==> src/rtl/led_seq_pkg.sv <==
package led_seq_pkg;
  localparam int LED_W = 8;
  localparam int IDX_W = 3;

  typedef enum logic [1:0] {
    MODE_PAIR_A  = 2'b00,
    MODE_WALK_UP = 2'b01,
    MODE_WALK_DN = 2'b10,
    MODE_PAIR_B  = 2'b11
  } seq_mode_e;

  function automatic logic [IDX_W-1:0] last_idx(input seq_mode_e m);
    case (m)
      MODE_WALK_UP, MODE_WALK_DN: last_idx = IDX_W'(LED_W - 1);
      default:                    last_idx = IDX_W'(1);
    endcase
  endfunction

  function automatic logic [LED_W-1:0] pattern(input seq_mode_e m,
                                               input logic [IDX_W-1:0] idx);
    case (m)
      MODE_PAIR_A:  pattern = idx[0] ? 8'hCC : 8'h33;
      MODE_WALK_UP: pattern = 8'h01 << idx;
      MODE_WALK_DN: pattern = 8'h80 >> idx;
      default:      pattern = idx[0] ? 8'h18 : 8'h81;
    endcase
  endfunction
endpackage

==> src/rtl/led_seq_prescaler.sv <==
module led_seq_prescaler #(
  parameter int CNT_W = 27
) (
  input  logic clk,
  input  logic rst,
  output logic step_o
);
  localparam int MSB = CNT_W - 1;

  logic [CNT_W-1:0] cnt_q;
  logic             msb_q;

  always_ff @(posedge clk) begin
    if (rst) begin
      cnt_q <= '0;
      msb_q <= 1'b0;
    end else begin
      cnt_q <= cnt_q + 1'b1;
      msb_q <= cnt_q[MSB];
    end
  end

  assign step_o = cnt_q[MSB] & ~msb_q;

  // the step enable lasts exactly one cycle
  p_step_single_r2: assert property (@(posedge clk) disable iff (rst)
    step_o |=> !step_o);
endmodule

==> src/rtl/led_seq_stepper.sv <==
module led_seq_stepper
  import led_seq_pkg::*;
(
  input  logic             clk,
  input  logic             rst,
  input  logic             step_i,
  input  logic [1:0]       mode_i,
  output logic [LED_W-1:0] led_o
);
  seq_mode_e        mode_q;
  seq_mode_e        mode_in;
  logic [IDX_W-1:0] idx_q;

  assign mode_in = seq_mode_e'(mode_i);

  always_ff @(posedge clk) begin
    if (rst) begin
      mode_q <= mode_in;
      idx_q  <= '0;
    end else if (step_i) begin
      if (mode_in != mode_q) begin
        mode_q <= mode_in;
        idx_q  <= '0;
      end else if (idx_q == last_idx(mode_q)) begin
        idx_q  <= '0;
      end else begin
        idx_q  <= idx_q + 1'b1;
      end
    end
  end

  assign led_o = pattern(mode_q, idx_q);

  // output holds between steps
  p_hold_no_step_r8: assert property (@(posedge clk) disable iff (rst)
    !step_i |=> $stable(led_o));

  // a mode change seen at a step restarts at index zero
  p_restart_on_change_r8: assert property (@(posedge clk) disable iff (rst)
    (step_i && mode_in != mode_q) |=> (idx_q == '0));

  // the last pattern wraps to the first
  p_wrap_r7: assert property (@(posedge clk) disable iff (rst)
    (step_i && mode_in == mode_q && idx_q == last_idx(mode_q)) |=> (idx_q == '0));

  // walking modes light exactly one LED
  p_single_lit_r4: assert property (@(posedge clk) disable iff (rst)
    (mode_q == MODE_WALK_UP || mode_q == MODE_WALK_DN) |-> $countones(led_o) == 1);
endmodule

==> src/rtl/led_pattern_seq.sv <==
module led_pattern_seq
  import led_seq_pkg::*;
#(
  parameter int PRESCALE_W = 27
) (
  input  logic             clk,
  input  logic             rst,
  input  logic [1:0]       mode_i,
  output logic [LED_W-1:0] led_o
);
  logic step;

  led_seq_prescaler #(.CNT_W(PRESCALE_W)) u_prescale (
    .clk    (clk),
    .rst    (rst),
    .step_o (step)
  );

  led_seq_stepper u_stepper (
    .clk    (clk),
    .rst    (rst),
    .step_i (step),
    .mode_i (mode_i),
    .led_o  (led_o)
  );

  // the cycle after reset shows a first pattern
  p_reset_first_r1: assert property (@(posedge clk)
    $past(rst) |-> (led_o == 8'h33 || led_o == 8'h01 ||
                    led_o == 8'h80 || led_o == 8'h81));
endmodule

==> config.mk <==
export PLATFORM = sky130hd
export DESIGN_NAME = led_pattern_seq
export DESIGN_NICKNAME = d
export VERILOG_FILES = /design/src/rtl/led_seq_pkg.sv /design/src/rtl/led_seq_prescaler.sv /design/src/rtl/led_seq_stepper.sv /design/src/rtl/led_pattern_seq.sv
export SDC_FILE = /design/constraint.sdc
export NUM_CORES = 1
export LEC_CHECK = 0
export ABC_AREA = 1
export BUFFER_PORTS_ARGS = -buffer_cell sky130_fd_sc_hd__buf_2
export CAP_MARGIN = 15
export CELL_PAD_IN_SITES_DETAIL_PLACEMENT = 1
export CELL_PAD_IN_SITES_GLOBAL_PLACEMENT = 2
export CORE_ASPECT_RATIO = 1.1
export CORE_MARGIN = 1
export CORE_UTILIZATION = 34
export DETAILED_ROUTE_END_ITERATION = 8
export HOLD_SLACK_MARGIN = 0.1
export MAX_ROUTING_LAYER = met4
export PLACE_DENSITY_LB_ADDON = 0.08
export REMOVE_ABC_BUFFERS = 1
export SETUP_SLACK_MARGIN = 0.3
export SLEW_MARGIN = 5
export SYNTH_ARGS = -nofsm -noshare
export SYNTH_HDL_FRONTEND = slang
export SYNTH_SLANG_ARGS = --single-unit
==> constraint.sdc <==
create_clock -name clk -period 1.65 [get_ports clk]
set_input_delay 0.33 -clock clk [delete_from_list [all_inputs] [get_ports clk]]
set_output_delay 0.33 -clock clk [all_outputs]
set_load 0.03 [all_outputs]
Yosys cells after proc, flatten, opt, wreduce, memory -nomap -nowiden
Cells that the tools add are included.
{"block": "classes", "add_sub_neg": 2, "n_eq_ne": 4, "shift": 2, "n_mux": 12, "n_bitwise": 2, "n_reduce_logical": 5}
{"operator": "$add 27x1->27 const B", "n": 1}
{"operator": "$pmux 8 s3", "n": 1}
{"operator": "$mux 3", "n": 6}
{"operator": "$mux 8", "n": 2}
{"operator": "$shl 1x3->8 const A", "n": 1}
{"operator": "$shr 8x3->8 const A", "n": 1}
{"operator": "$mux 2", "n": 3}
{"operator": "$reduce_bool 2->1", "n": 2}
{"operator": "$add 3x1->3 const B", "n": 1}
{"operator": "$eq 3x3->1", "n": 1}
{"operator": "$eq 2x1->1 const B", "n": 1}
{"operator": "$eq 2x2->1 const B", "n": 1}
{"operator": "$logic_not 2->1", "n": 1}
{"operator": "$ne 2x2->1", "n": 1}
{"operator": "$reduce_and 2->1", "n": 1}
{"operator": "$reduce_or 2->1", "n": 1}
{"operator": "$and 1x1->1", "n": 1}
{"operator": "$not 1->1", "n": 1}
{"block": "totals", "reg_bits": 33, "in_bits": 4, "out_inout_bits": 8}

Depth between registers and ports, before layout
{"block": "logic_depth", "depth_word": 9, "mapped_depth": 8, "mapped_depth_nobuf": 8}

Hierarchy
Synthesis repeated with hierarchy kept, for this count alone.
{"block": "hier_totals", "cells_unflattened": 299, "hier_area_um2": 1981.9}
{"mod": "led_seq_prescaler", "instances": 1, "cells_per_inst": 204, "area_each_um2": 1358.8}
{"mod": "led_seq_stepper", "instances": 1, "cells_per_inst": 95, "area_each_um2": 623.1}

Worst setup path before layout
No wires, ideal clock.
{"block": "synth_path", "path_kind": "reg2out", "start": "reg u_stepper.idx_q[0]", "end": "out led_o[3]", "arrival_ns": 1.557, "setup_slack_ns": -0.237, "stages_incl_launch_ff": 7, "n_path_buf": 0, "path_cell_list": "dfxtp_1 ha_1 ha_1 nand2_1 nand2_1 a31oi_1 o21ai_0"}
{"block": "synth_via", "elab_chain_cells": 2, "word_cells_on_any_way": 5, "cone_classes": "shift (2); mux (3)"}
{"element": "start: declaration", "line": "led_seq_stepper.sv:12", "rtl": "logic [IDX_W-1:0] idx_q;"}
{"element": "start signal: assignment", "line": "led_seq_stepper.sv:27", "rtl": "idx_q <= idx_q + 1'b1;"}
{"element": "$shr 8x3->8 (tied with other cells)", "line": "led_seq_pkg.sv:24", "rtl": "MODE_WALK_DN: pattern = 8'h80 >> idx;"}
{"element": "$pmux 8 s3 *", "line": "led_seq_pkg.sv:21", "rtl": "case (m)"}
{"element": "end: declaration", "line": "led_pattern_seq.sv:9", "rtl": "output logic [LED_W-1:0] led_o"}
Every way passes the cells marked *; elsewhere a longest branch is shown, timed or not.

Worst setup path after layout
{"block": "layout_path", "start": "reg u_stepper.mode_q[0]", "end": "out led_o[5]"}
{"block": "layout_via", "elab_chain_cells": 2, "word_cells_on_any_way": 4, "cone_classes": "eq/ne (2); mux (1); reduce/logical (1)"}
{"element": "start: declaration", "line": "led_seq_stepper.sv:10", "rtl": "seq_mode_e mode_q;"}
{"element": "start signal: assignment", "line": "led_seq_stepper.sv:18", "rtl": "mode_q <= mode_in;"}
{"element": "start signal: assignment", "line": "led_seq_stepper.sv:22", "rtl": "mode_q <= mode_in;"}
{"element": "$eq 2x2->1 (tied with other cells)", "line": "led_seq_pkg.sv:21"}
{"element": "$pmux 8 s3 *", "line": "led_seq_pkg.sv:21"}
Marked as above.

==> results.md <==
- FFs w/ async S/R, synth: 0%
- Seq cells post-synth: 33
- Total Die Area: between 0.006 and 0.007 mm²
- Initial antenna violation count: 0
- Final TNS setup: -2.33 ns
- Min-delay src: mode_i[0]
- Layout cells sized above 1: between 40% and 50%
- Avg Inst Size Synth: 6.80 µm²
- CP Data Arrival Time: around 1.7 ns
- Die W: around 77 µm
- Max Slew Vio Count: 0
- Worst hold path type: primary input to register
- Max IR drop VDD: about 340 µV
- I/O pin count: 12
- DR WL/cell: ~14 µm
- Row Count: 29
- R2R depth: 7
- Crit Path Class: register to output pin
- Hpwl dp: ~4300 µm
- Vias in the first global route: approximately 2,100
- Count of cell types in the netlist: 31
- Clk sink count: 33
- CP Capture Point: led_o[5]
- First-pass GRT wire length: 10,200 µm
- Yosys top cell by area: dfxtp_1
- GRT Resource Usage Total: around a fifth
- Period utilization: 120%
- RSZ-0062 raised after global routing: true
- Routed Antenna Nets: 0
- Placed cell area: roughly 0.0023 mm²
- Met3 wire len: 117 µm
- CTS clk-pin slew, worst paths: 0.07 ns
- Max Root-Sink Buffers: 2
- Cells after Synth: 307
- Clock Skews: 0.00376 ns
- Nature of the critical path endpoint: output pin
- Die height: ~84 µm
- Top Metal Used: met4
- Final WS setup: -0.332 ns
- Final WL: 6180 µm
- Vias per std cell: 4.89
- CP Data Required Time: roughly 1.3 ns
- Htree depth: 2
- Post-synth EDFFs: 2
- Post-route cell area: 0.00306 mm²
- Vias: between 2,000 and 2,500
- Initial Utilization: a little over a third
- Static leakage power: approximately 0.0013 µW
- Port Buf Inserts: 11
- Synth Flop Type: dfxtp_1
- R2R Path End: u_stepper.mode_q[0]$_DFFE_PP_
- Status: finished, violations left
- Total CTS buffers: 5
- Rel. slew slack: between 70 and 80%
- Final setup viols: 8
- CTS tree: built
- Top post-synthesis cells by area: dfxtp_1, nand2_1, nor2_1
- Routability cong.: 0.826
- DRC viols: 0
- Seq/Total Area, Yosys: roughly a third
- Final nets: approximately 380
- Commonest cells post-synth: nand2_1, nor2_1, inv_1
- Worst-skew pair later-pin latency: a little under 0.3 ns
- Crit Path Max Fanout: 4
- Number of max-cap violations: 0
- Antenna Cells: 0
- Total gr overflow: 0
- Crit path from: u_stepper.mode_q[0]$_DFFE_PP_
- Failing checks: negative setup slack
- Setup slack, reg-to-reg: 0.02 ns
- Yosys top cell area share: between 20% and 30%
- Largest net degree at the start of global routing: 17
- Crit start category: register
- Core Footprint: 0.00584 mm²
- Met1 wire length: ~2700 µm
- Reg-to-reg critical path startpoint: u_stepper.mode_q[0]$_DFFE_PP_
- Metal2 WL: between 3000 and 4000 µm
- Initial DRC count: 42
- Fin crit period: slightly below 2 ns
- Mapped cell area: 0.00209 mm²
- Fmax: 505 MHz
- Router iterations before antenna repair: 4
- Area grow syn2layout: 46.7%
- Slew @ Worst Pin: 0.404 ns
- Fin. Hold Viols: 0
- Yosys warning total: 0
- Top-count cell post-synth: nand2_1
- Cell Pwr Density: roughly 530 mW/mm²
- CTS root buffer: clkbuf_8
-- cell families after synthesis --
family	Yosys count	synth area share (%)
buf+inv	53	9.77
fa+ha+maj	11	6.59
compound gates	37	10.6
xor+xnor	7	2.94
simple gates	166	37.5
flops	33	32.6
-- per-layer routing --
| metal | global-route usage, % | vias up |
|---|---|---|
| met5 | - | - |
| met4 | 7.69 | 0 |
| met3 | 3.26 | 11 |
| met2 | 36.5 | 24 |
| met1 | 23.1 | 1029 |
| li1 | - | 1079 |
-- final cells by class --
class | count | area, µm²
flip-flops and latches | 33 | 702
repair buffers | 50 | 468
clock buffers | 5 | 68.8
multi-input cells | 221 | 1510
fillers | 722 | 2780
well taps | 77 | 96.3
clock inverters | 3 | 12.5
inverters | 49 | 204
-- layout by cell type (no fill, tap or decap), drive strengths merged --
master,Yosys,final
clkbuf,2,5
ha,11,11
o21ai,10,10
xor2,7,7
clkinv,1,5
nand3b,1,1
nor3,10,10
buf,2,50
nor2,62,62
o31ai,4,4
nand3,16,16
edfxtp,2,2
nand4,7,7
o21a,1,1
a41oi,1,1
nand2,70,70
inv,48,47
a31oi,3,3
a32oi,1,1
dfxtp,31,31
a21oi,17,17
-- through the flow --
stage / utilization, % / cells / setup WS [ns] / total power [µW] / hold WS (ns)
final: 52.4 / 438 / -0.332 / 1630 / 0.242
after global routing: 52.4 / 438 / -0.452 / 1710 / 0.239
after global placement: 40.2 / 408 / -0.0276 / 957 / 0.469
after detailed placement: 40.2 / 408 / -0.0846 / 961 / 0.481
after floorplan: - / 303 / -0.245 / 909 / 0.392
after CTS: 46.7 / 427 / -0.290 / 1620 / 0.233
-- what timing repair did --
action | 4_1_cts | 5_1_grt
endpoints found under the setup margin | 22 | 29
resized for setup | 64 | 68
pin swaps | 9 | 32
gates cloned | 0 | 0
buffers inserted | 11 | 11
hold buffers | 0 | 0
-- how the worst min path moves through the flow --
| stage | end | slack [ns] | cells after the start |
|---|---|---|---|
| 2_1_floorplan | u_prescale.cnt_q[20]$_SDFF_PP0_ | 0.39 | 1 |
| 3_3_place_gp | u_prescale.cnt_q[5]$_SDFF_PP0_ | 0.47 | 1 |
| 6_report | u_stepper.mode_q[0]$_DFFE_PP_ | 0.24 | 1 |
| 4_1_cts | u_stepper.mode_q[0]$_DFFE_PP_ | 0.23 | 1 |
| 5_1_grt | u_stepper.mode_q[0]$_DFFE_PP_ | 0.24 | 1 |
| 3_5_place_dp | u_prescale.cnt_q[6]$_SDFF_PP0_ | 0.48 | 2 |
-- worst max-delay path, cell delays in order (launching register included) --
cell and delay, ns:
edfxtp_1 0.45, inv_2 0.14, ha_4 0.17, inv_4 0.05, nor3_2 0.23, o31ai_4 0.10
inv_1 0.08, buf_6 0.13
-- sequential cells by signal (all words and copies together), names as in the netlist --
register	cells
u_prescale.cnt_q	27
u_stepper.idx_q	3
u_stepper.mode_q	2
u_prescale.msb_q	1
-- power breakdown --
group / switching, µW / internal [µW]
combinational: 111 / 102
sequential: 11.3 / 812
clock: 308 / 284
total: 431 / 1200
Power figures use the tool's default switching activity.
